File: src/rtl/tlb_pkg.sv
package tlb_pkg;
    // positions inside the protection field
    localparam int PROT_SUPER_BIT = 0;
    localparam int PROT_WRITE_BIT = 1;
    localparam int PROT_EXEC_BIT  = 2;
endpackage

File: src/rtl/tlb_first_one.sv
module tlb_first_one #(
    parameter int N = 16,
    localparam int IW = $clog2(N)
) (
    input  logic [N-1:0]  vec,
    output logic          found,
    output logic [IW-1:0] idx
);
    always_comb begin
        found = |vec;
        idx   = '0;
        for (int i = N - 1; i >= 0; i--) begin
            if (vec[i]) idx = IW'(i);
        end
    end
endmodule

File: src/rtl/tlb_match.sv
module tlb_match #(
    parameter int N      = 16,
    parameter int ASID_W = 8,
    parameter int VPN_W  = 20
) (
    input  logic [N-1:0]             ent_valid,
    input  logic [N-1:0]             ent_glob,
    input  logic [N-1:0][ASID_W-1:0] ent_asid,
    input  logic [N-1:0][VPN_W-1:0]  ent_vpn,
    input  logic [ASID_W-1:0]        cur_asid,
    input  logic [VPN_W-1:0]         lk_vpn,
    output logic [N-1:0]             match_vec
);
    for (genvar g = 0; g < N; g++) begin : g_cmp
        logic vpn_eq, asid_ok;
        assign vpn_eq  = ent_vpn[g] == lk_vpn;
        assign asid_ok = ent_glob[g] || (ent_asid[g] == cur_asid);
        assign match_vec[g] = ent_valid[g] && vpn_eq && asid_ok;
    end
endmodule

File: src/rtl/tlb_victim.sv
module tlb_victim #(
    parameter int N      = 16,
    parameter int ASID_W = 8,
    parameter int AGE_W  = 4,
    localparam int IW    = $clog2(N)
) (
    input  logic [N-1:0]             ent_valid,
    input  logic [N-1:0]             ent_glob,
    input  logic [N-1:0][ASID_W-1:0] ent_asid,
    input  logic [N-1:0][AGE_W-1:0]  ent_age,
    input  logic [ASID_W-1:0]        cur_asid,
    output logic [IW-1:0]            victim
);
    logic [N-1:0]     stale;
    logic             stale_found;
    logic [IW-1:0]    stale_idx;
    logic [IW-1:0]    old_idx;
    logic [AGE_W-1:0] old_age;

    for (genvar g = 0; g < N; g++) begin : g_stale
        assign stale[g] = ent_valid[g] && !ent_glob[g] && (ent_asid[g] != cur_asid);
    end

    tlb_first_one #(.N(N)) u_stale_pick (
        .vec   (stale),
        .found (stale_found),
        .idx   (stale_idx)
    );

    // oldest entry, strict compare keeps the lowest index on ties
    always_comb begin
        old_idx = '0;
        old_age = ent_age[0];
        for (int i = 1; i < N; i++) begin
            if (ent_age[i] > old_age) begin
                old_age = ent_age[i];
                old_idx = IW'(i);
            end
        end
    end

    assign victim = stale_found ? stale_idx : old_idx;
endmodule

File: src/rtl/asid_tlb.sv
module asid_tlb
    import tlb_pkg::*;
#(
    parameter int ENTRIES = 16,
    parameter int ASID_W  = 8,
    parameter int VPN_W   = 20,
    parameter int PPN_W   = 20,
    parameter int PROT_W  = 3,
    parameter int AGE_W   = 4
) (
    input  logic                       clk,
    input  logic                       rst_n,
    input  logic                       flush_all,
    input  logic                       asid_we,
    input  logic [ASID_W-1:0]          asid_wdata,
    input  logic                       exc_mode,
    input  logic                       user_mode,
    input  logic                       lk_req,
    input  logic [VPN_W-1:0]           lk_vpn,
    input  logic                       wr_en,
    input  logic [$clog2(ENTRIES)-1:0] wr_idx,
    input  logic [VPN_W-1:0]           wr_vpn,
    input  logic [PPN_W-1:0]           wr_ppn,
    input  logic [ASID_W-1:0]          wr_asid,
    input  logic                       wr_global,
    input  logic [PROT_W-1:0]          wr_prot,
    output logic                       res_valid,
    output logic                       res_hit,
    output logic                       res_miss,
    output logic                       res_fault,
    output logic [PPN_W-1:0]           res_ppn,
    output logic [PROT_W-1:0]          res_prot,
    output logic [$clog2(ENTRIES)-1:0] victim_idx,
    output logic [ASID_W-1:0]          cur_asid
);
    localparam int IDX_W = $clog2(ENTRIES);
    localparam logic [AGE_W-1:0] AGE_MAX = {AGE_W{1'b1}};

    typedef struct packed {
        logic [ENTRIES-1:0]             valid;
        logic [ENTRIES-1:0]             glob;
        logic [ENTRIES-1:0][ASID_W-1:0] asid;
        logic [ENTRIES-1:0][VPN_W-1:0]  vpn;
        logic [ENTRIES-1:0][PPN_W-1:0]  ppn;
        logic [ENTRIES-1:0][PROT_W-1:0] prot;
        logic [ENTRIES-1:0][AGE_W-1:0]  age;
        logic [ASID_W-1:0]              cur_asid;
        logic                           r_valid;
        logic                           r_hit;
        logic                           r_miss;
        logic                           r_fault;
        logic [PPN_W-1:0]               r_ppn;
        logic [PROT_W-1:0]              r_prot;
    } tlb_state_t;

    tlb_state_t st_d, st_q;

    logic [ENTRIES-1:0] match_vec;
    logic               m_found;
    logic [IDX_W-1:0]   m_idx;

    tlb_match #(
        .N      (ENTRIES),
        .ASID_W (ASID_W),
        .VPN_W  (VPN_W)
    ) u_match (
        .ent_valid (st_q.valid),
        .ent_glob  (st_q.glob),
        .ent_asid  (st_q.asid),
        .ent_vpn   (st_q.vpn),
        .cur_asid  (st_q.cur_asid),
        .lk_vpn    (lk_vpn),
        .match_vec (match_vec)
    );

    tlb_first_one #(.N(ENTRIES)) u_match_pick (
        .vec   (match_vec),
        .found (m_found),
        .idx   (m_idx)
    );

    tlb_victim #(
        .N      (ENTRIES),
        .ASID_W (ASID_W),
        .AGE_W  (AGE_W)
    ) u_victim (
        .ent_valid (st_q.valid),
        .ent_glob  (st_q.glob),
        .ent_asid  (st_q.asid),
        .ent_age   (st_q.age),
        .cur_asid  (st_q.cur_asid),
        .victim    (victim_idx)
    );

    always_comb begin
        st_d         = st_q;
        st_d.r_valid = lk_req;
        st_d.r_hit   = 1'b0;
        st_d.r_miss  = 1'b0;
        st_d.r_fault = 1'b0;
        st_d.r_ppn   = '0;
        st_d.r_prot  = '0;

        if (lk_req) begin
            if (exc_mode) begin
                // translation off: page number passes through
                st_d.r_ppn = PPN_W'(lk_vpn);
            end else begin
                for (int i = 0; i < ENTRIES; i++) begin
                    if (st_q.age[i] != AGE_MAX) st_d.age[i] = st_q.age[i] + AGE_W'(1);
                end
                if (m_found) begin
                    st_d.age[m_idx] = '0;
                    st_d.r_prot     = st_q.prot[m_idx];
                    if (user_mode && st_q.prot[m_idx][PROT_SUPER_BIT]) begin
                        st_d.r_fault = 1'b1;
                    end else begin
                        st_d.r_hit = 1'b1;
                        st_d.r_ppn = st_q.ppn[m_idx];
                    end
                end else begin
                    st_d.r_miss = 1'b1;
                end
            end
        end

        if (asid_we) st_d.cur_asid = asid_wdata;

        if (flush_all) begin
            st_d.valid = '0;
            for (int i = 0; i < ENTRIES; i++) st_d.age[i] = AGE_MAX;
        end else if (wr_en) begin
            st_d.valid[wr_idx] = 1'b1;
            st_d.glob[wr_idx]  = wr_global;
            st_d.asid[wr_idx]  = wr_asid;
            st_d.vpn[wr_idx]   = wr_vpn;
            st_d.ppn[wr_idx]   = wr_ppn;
            st_d.prot[wr_idx]  = wr_prot;
            st_d.age[wr_idx]   = '0;
        end
    end

    always_ff @(posedge clk) begin
        if (!rst_n) begin
            st_q     <= '0;
            st_q.age <= '1;
        end else begin
            st_q <= st_d;
        end
    end

    assign res_valid = st_q.r_valid;
    assign res_hit   = st_q.r_hit;
    assign res_miss  = st_q.r_miss;
    assign res_fault = st_q.r_fault;
    assign res_ppn   = st_q.r_ppn;
    assign res_prot  = st_q.r_prot;
    assign cur_asid  = st_q.cur_asid;
endmodule

File: config.mk
export PLATFORM = sky130hd
export DESIGN_NAME = asid_tlb
export DESIGN_NICKNAME = d
export VERILOG_FILES = /design/src/rtl/tlb_pkg.sv /design/src/rtl/tlb_first_one.sv /design/src/rtl/tlb_match.sv /design/src/rtl/tlb_victim.sv /design/src/rtl/asid_tlb.sv
export SDC_FILE = /design/constraint.sdc
export NUM_CORES = 2
export LEC_CHECK = 0
export BUFFER_PORTS_ARGS = -buffer_cell sky130_fd_sc_hd__buf_4
export CAP_MARGIN = 20
export CORE_ASPECT_RATIO = 1.4
export CORE_UTILIZATION = 58
export CTS_CLUSTER_SIZE = 16
export DETAILED_ROUTE_END_ITERATION = 7
export PLACE_DENSITY = 0.81
export SLEW_MARGIN = 30
export SYNTH_ARGS = -nofsm -noshare
export SYNTH_HDL_FRONTEND = slang
export SYNTH_SLANG_ARGS = --single-unit
File: constraint.sdc
create_clock -name clk -period 71.9 [get_ports clk]
set_input_delay 7.19 -clock clk [delete_from_list [all_inputs] [get_ports clk]]
set_output_delay 7.19 -clock clk [all_outputs]
set_load 0.05 [all_outputs]
## After elaboration in Yosys (flattened, before gate mapping)

Cells that the tools add are included.
W data, S select, Z words.

- Add/sub/neg operators: 16
- Eq/ne operators: 64
- Order comparisons: 19
- Reduce and logical (&&, ||, !) cells: 106
- Muxes and demuxes: 141
- Bitwise gates (word level): 9

Operators by type and width:

| kind | count |
|---|---|
| $bwmux W320 | 2 |
| $mux W4 | 105 |
| $eq A20 B20 Y1 | 16 |
| $mux W64 | 4 |
| $and A64 B64 Y64 | 2 |
| $bwmux W128 | 1 |
| $eq A8 B8 Y1 | 16 |
| $ne A8 B8 Y1 | 16 |
| $not A64 Y64 | 2 |
| $bmux W20 S4 | 1 |
| $demux W20 S4 | 1 |
| $mux W20 | 4 |
| $logic_and A1 B1 Y1 | 67 |
| $add A4 B1 Y4 const B | 16 |
| $ne A4 B4 Y1 const B | 16 |
| $gt A4 B4 Y1 | 15 |
| $bwmux W48 | 1 |
| $demux W4 S4 | 2 |
| $demux W8 S4 | 1 |
| $reduce_or A16 Y1 | 2 |
| $mux W23 | 1 |
| $mux W3 | 6 |
| $bwmux W16 | 1 |
| $logic_not A1 Y1 | 16 |
| other kinds (15) | 41 |

- Input port bits: 92
- Flip-flop bits (word level): 947
- Logic and storage cells: 444

## Longest topological paths before layout

- Word-level depth: 31
- Depth in mapped cells: 118
- Gate-level depth less buffers: 116

## Hierarchy

A second synthesis with hierarchy kept.

- Cells, all modules: 5879
- Area, all modules: 49597.6 um^2

Modules (own cells, without submodules):

| module | seq. area each (um^2) | area each (um^2) | cells each | instances |
|---|---|---|---|---|
| asid_tlb | 18958.2 | 38722.1 | 4459 | 1 |
| tlb_match | 0.0 | 5708.0 | 680 | 1 |
| tlb_victim | 0.0 | 4814.6 | 672 | 1 |
| tlb_first_one | 0.0 | 176.4 | 34 | 2 |

## Worst setup path before layout

OpenSTA, ideal clock, no wires.

- Path type: register to output
- Start: reg st_q[36] in the netlist's numbering
- End: out victim_idx[2]
- Data arrival time: 21.980 ns
- Buffers on the path: 3
- Stages on the path, launching flop included: 111
- Path slack: 42.730 ns
- Cells stage by stage: dfxtp_1 > inv_1 > ha_1 > nor2b_1 > o211a_1 > o21ai_1 > nand2_1 > o21ai_0 > ha_1 > nor2b_1 > nor3_1 > a21oi_1 > a31oi_1 > a311oi_2 > a41oi_1 > mux2i_1 > inv_1 > ha_1 > (+75 left out) > ha_1 > nor2b_1 > o21ai_0 > nand2b_1 > a21oi_1 > a41o_1 > clkbuf_1 > mux2_2 > ha_1 > nor2b_1 > o21ai_0 > nand2b_1 > a21oi_1 > a41oi_1 > inv_1 > nand4b_1 > nor2_1 > a31oi_1

- Word-level cells in the longest chain between the ends: 31
- Elaborated cells on any way between the ends: 42
- Those cells by class: order compare (15); mux (27)

Ends and longest elaborated chain:

| what | line | RTL |
|---|---|---|
| start, declared | asid_tlb.sv:56 | `tlb_state_t st_d, st_q;` |
| start signal, assigned | asid_tlb.sv:148 | `st_q <= st_d;` |
| $gt A4 B4 Y1 | tlb_victim.sv:35 | `if (ent_age[i] > old_age) begin` |
| $mux W4 (*) | tlb_victim.sv:35 |  |
| $gt A4 B4 Y1 | tlb_victim.sv:35 |  |
| $mux W4 (*) | tlb_victim.sv:35 |  |
| $gt A4 B4 Y1 | tlb_victim.sv:35 |  |
| $mux W4 (*) | tlb_victim.sv:35 |  |
| $gt A4 B4 Y1 | tlb_victim.sv:35 |  |
| $mux W4 | tlb_victim.sv:35 |  |
| (+15 left out) | n/a |  |
| $mux W4 | tlb_victim.sv:35 |  |
| $gt A4 B4 Y1 | tlb_victim.sv:35 |  |
| $mux W4 | tlb_victim.sv:35 |  |
| $gt A4 B4 Y1 | tlb_victim.sv:35 |  |
| $mux W4 | tlb_victim.sv:35 |  |
| $gt A4 B4 Y1 | tlb_victim.sv:35 |  |
| $mux W4 (*) | tlb_victim.sv:35 |  |
| $mux W4 (*) | tlb_victim.sv:42 | `assign victim = stale_found ? stale_idx : old_idx;` |
| end, declared | asid_tlb.sv:33 | `output logic [$clog2(ENTRIES)-1:0] victim_idx,` |

Every way passes the cells marked *; elsewhere a longest branch is shown, timed or not.

## Final worst setup path

- Start: reg st_q[36] in the netlist's numbering
- End: out victim_idx[3]

- Word-level cells in the longest chain between the ends: 31
- Elaborated cells on any way between the ends: 38
- Those cells by class: order compare (15); mux (23)

Ends and longest elaborated chain:

| what | line |
|---|---|
| $gt A4 B4 Y1 | tlb_victim.sv:35 |
| $mux W4 (*) | tlb_victim.sv:35 |
| $gt A4 B4 Y1 | tlb_victim.sv:35 |
| $mux W4 (*) | tlb_victim.sv:35 |
| $gt A4 B4 Y1 | tlb_victim.sv:35 |
| $mux W4 (*) | tlb_victim.sv:35 |
| $gt A4 B4 Y1 | tlb_victim.sv:35 |
| $mux W4 (*) | tlb_victim.sv:35 |
| (+15 left out) | n/a |
| $mux W4 | tlb_victim.sv:35 |
| $gt A4 B4 Y1 | tlb_victim.sv:35 |
| $mux W4 | tlb_victim.sv:35 |
| $gt A4 B4 Y1 | tlb_victim.sv:35 |
| $mux W4 | tlb_victim.sv:35 |
| $gt A4 B4 Y1 | tlb_victim.sv:35 |
| $mux W4 (*) | tlb_victim.sv:35 |
| $mux W4 (*) | tlb_victim.sv:42 |

Marked as above.

==> impl_metrics.ini <==
[sta]
hold_viol = 0
finalCriticalPeriod_ps = 32990
drv_slew = 0
skew_ps = 38.58
clock.fmax_mhz = 30.31
setup_violations = 0
rsz0062_at_grt = false
finalWorstSetupSlack_ps = 38910
period_share_pct = 45.89
finalSetupTns_ps = 0
tightest_slew_ps = 1145
slew-limit-headroom_pct = 23.68

[global_route]
overflow = 0
grt_max_degree = 158
grt_pass1_vias = 42130
antenna_found_initial = 14
track_usage_pct = 37.09
grt_pass1_wl_mm = 244.6

[worst_hold_path]
hold_start = st_q[445]
hold_path.class = register to register
holdPathEnd = st_q[445]
hold_path_depth = 2

[cts]
clock_latency_ps = 690
ctsHtreeMaxLevel = 3
cts_resized = 0
clk_path_buf_depth = 3
path_clk_slew_ps = 60
postCtsSetupBuffers = 0
cts_tree = built
clock_sinks = 947
numCtsBuffers = 89
cts_hold_buf = 0
ctsRootBufferMaster = clkbuf_16

[place]
hpwl_mm = 97.07
placed_cells = 7044
io_buffers = 130
gp_congestion = 0.9639
place_ws_ps = 39750

[power_and_ir_drop]
ir_worst_vdd_uv = 61.39
powerDensity_nw_per_um2 = 28.71
switching_share_pct = 35.09
leakagePower_nw = 19.68
cell_internal_pwr_mw = 0.9875
total_switching_power_mw = 0.5338
total_power_mw = 1.521
seqPwrFrac_pct = 35.0
pwr-share-comb_pct = 32.7
power_frac_clock_pct = 32.3

[die]
die_area_um2 = 85940
dieHeight_um = 346.5
core_area_um2 = 84190
die_w_um = 248.0
num_rows = 126
start_util_pct = 58.39
ioPinCount = 131

[logic_synthesis]
synthesis.area_um2 = 49160
yosysWarnings = 0
synth_cells = 6336
async_flop_share_pct = 0
yosysSeqAreaShare_pct = 38.57
avgSynthCellArea_um2 = 7.758
syn_nets = 6480
synthFlopType = dfxtp_1
ys_ff_latch = 947
synth_edf_count = 0
synth.distinct_cells = 88

[setup_path]
crit_slowest_cell = a211oi_2
startpoint_type = register
critPathMostFrequentCell = ha_1
reg2regPathDepth = 22
arrival_ps = 25800
cp-end-kind = primary output
reg2reg_setup_slack_ps = 64270
crit_path_max_fanout = 11
r2r-end = res_ppn[6]
r2r-start = cur_asid[1]
slowest_delay_ps = 520
required_ps = 64710
crit_type = register to primary output

[flow_run]
max_cap_viol_count = 0

[run_status]
status = completed

[route]
drt_wl_total_mm = 163.4
drt-initial-drc-count = 4956
wl_per_cell_um = 22.64
vias_per_cell = 6.217
num_vias = 44870
ant_nets = 0
drc_errors = 0
drt-pass1-iter-count = 6

[final_layout]
area_delta_synth_final_pct = 7.784
instances_no_fill = 7217
layout_common_cells = nand2_1, dfxtp_1, a21boi_0
layout-drive-gt1-share_pct = 7.139
nNetsFinal = 6192
layout_commonest_cell = nand2_1
-- power groups by stage --
stage | combinational (mW) | clock, mW | sequential [mW]
finish | 0.497 | 0.491 | 0.533
global route | 0.536 | 0.513 | 0.533
CTS | 0.490 | 0.491 | 0.533
detailed placement | 0.489 | 0 | 0.545
global placement | 0.482 | 0 | 0.545
floorplan | 0.374 | 0 | 0.543
-- how the worst max path moves through the flow --
stage                        start       endpoint  slack, ps
final                     st_q[36]  victim_idx[3]      38910
after global routing      st_q[36]  victim_idx[3]      36740
after CTS                 st_q[36]  victim_idx[3]      38980
after detailed placement  st_q[36]  victim_idx[3]      39750
after global placement    st_q[36]  victim_idx[3]      40110
after floorplan           st_q[36]  victim_idx[2]      42730
-- worst max-delay path: cells and delay by family, from the launching register on --
| family | cells | cell delay [ps] |
|---|---|---|
| AOI/OAI and AO/OA | 44 | 9790 |
| DFF | 1 | 440 |
| buffers and inverters | 9 | 840 |
| muxes | 13 | 3910 |
| adders and majority gates | 18 | 5790 |
| and+or+nand+nor | 27 | 4310 |
-- cell families (layout without fill, tap and decap cells) --
kind of cell             Yosys count  after routing  share of synthesized area, %
AO/OA/AOI/OAI                   1401           1401                         20.19
XOR/XNOR                         467            467                         8.321
adder cells (fa/ha/maj)           59             59                         1.466
buffers and inverters            642            427                         5.167
flip-flops                       947            947                         38.57
multiplexers                     159            159                         3.334
other                              0              8                             0
AND/OR/NAND/NOR                 2661           2661                         22.95
-- cell type report --
class                      count  area (um^2)
antenna                        8        20.02
clock buffer                 135         2715
clock inverter                29        290.3
fill                        7211        31200
inverter                      68        256.5
multi-input combinational   4747        27870
sequential                   947        18960
tap                         1088         1361
timing repair buffer         195         1513
-- cells in the mapped netlist, types with 12 or more instances --
cell      number  area share [%]
nor4b_1       16            0.29
o22ai_1       16            0.20
a21boi_0     833              13
nor3_1        56            0.57
and2_1        12            0.15
a31oi_1       24            0.31
nand2b_1      25            0.32
xnor2_1      125             2.2
o21a_1        20            0.31
mux2i_1      132             2.7
nor2b_1       59            0.75
a211oi_1      36            0.55
dfxtp_1      947              39
nand4_1       70            0.89
o31ai_1       16            0.24
clkbuf_1     526             4.0
xor2_1       342             6.1
a22oi_1       26            0.40
o211ai_1      16            0.24
mux2_2        23            0.53
nor4_1       115             1.5
nand3_1       42            0.43
buf_1         13           0.099
nor2_1       115            0.88
buf_4         32            0.49
inv_1         68            0.52
o21ai_0      172             1.8
nand4b_1      16            0.29
a21oi_1      130             1.3
ha_1          52             1.3
or4_1         20            0.31
or3_1         15            0.19
nand2_1     2052              16
a221oi_1      18            0.32
-- metal layers --
metal	track usage, %	vias to the layer above	part of all wire, %
met1	43.65	21190	36
li1	-	20570	-
met3	7.882	756	10
met4	28.32	8	8.5
met2	58.54	2354	45
met5	0	-	0.037
-- sequential cells by signal, summed over array words and instances, names as in the netlist --
signal,count
res_ppn,20
res_fault,1
st_q,912
res_prot,3
res_miss,1
res_valid,1
res_hit,1
cur_asid,8
-- stage by stage --
step	hold WS (ps)	utilization [%]	instance area (um^2)
CTS	463.2	62.89	52950
floorplan	438.9	-	49160
global route	479.1	62.92	52970
finish	460.4	62.94	52980
global placement	446.7	59.29	49910
detailed placement	454.5	59.32	49940
(Power assumes the default switching activity.)
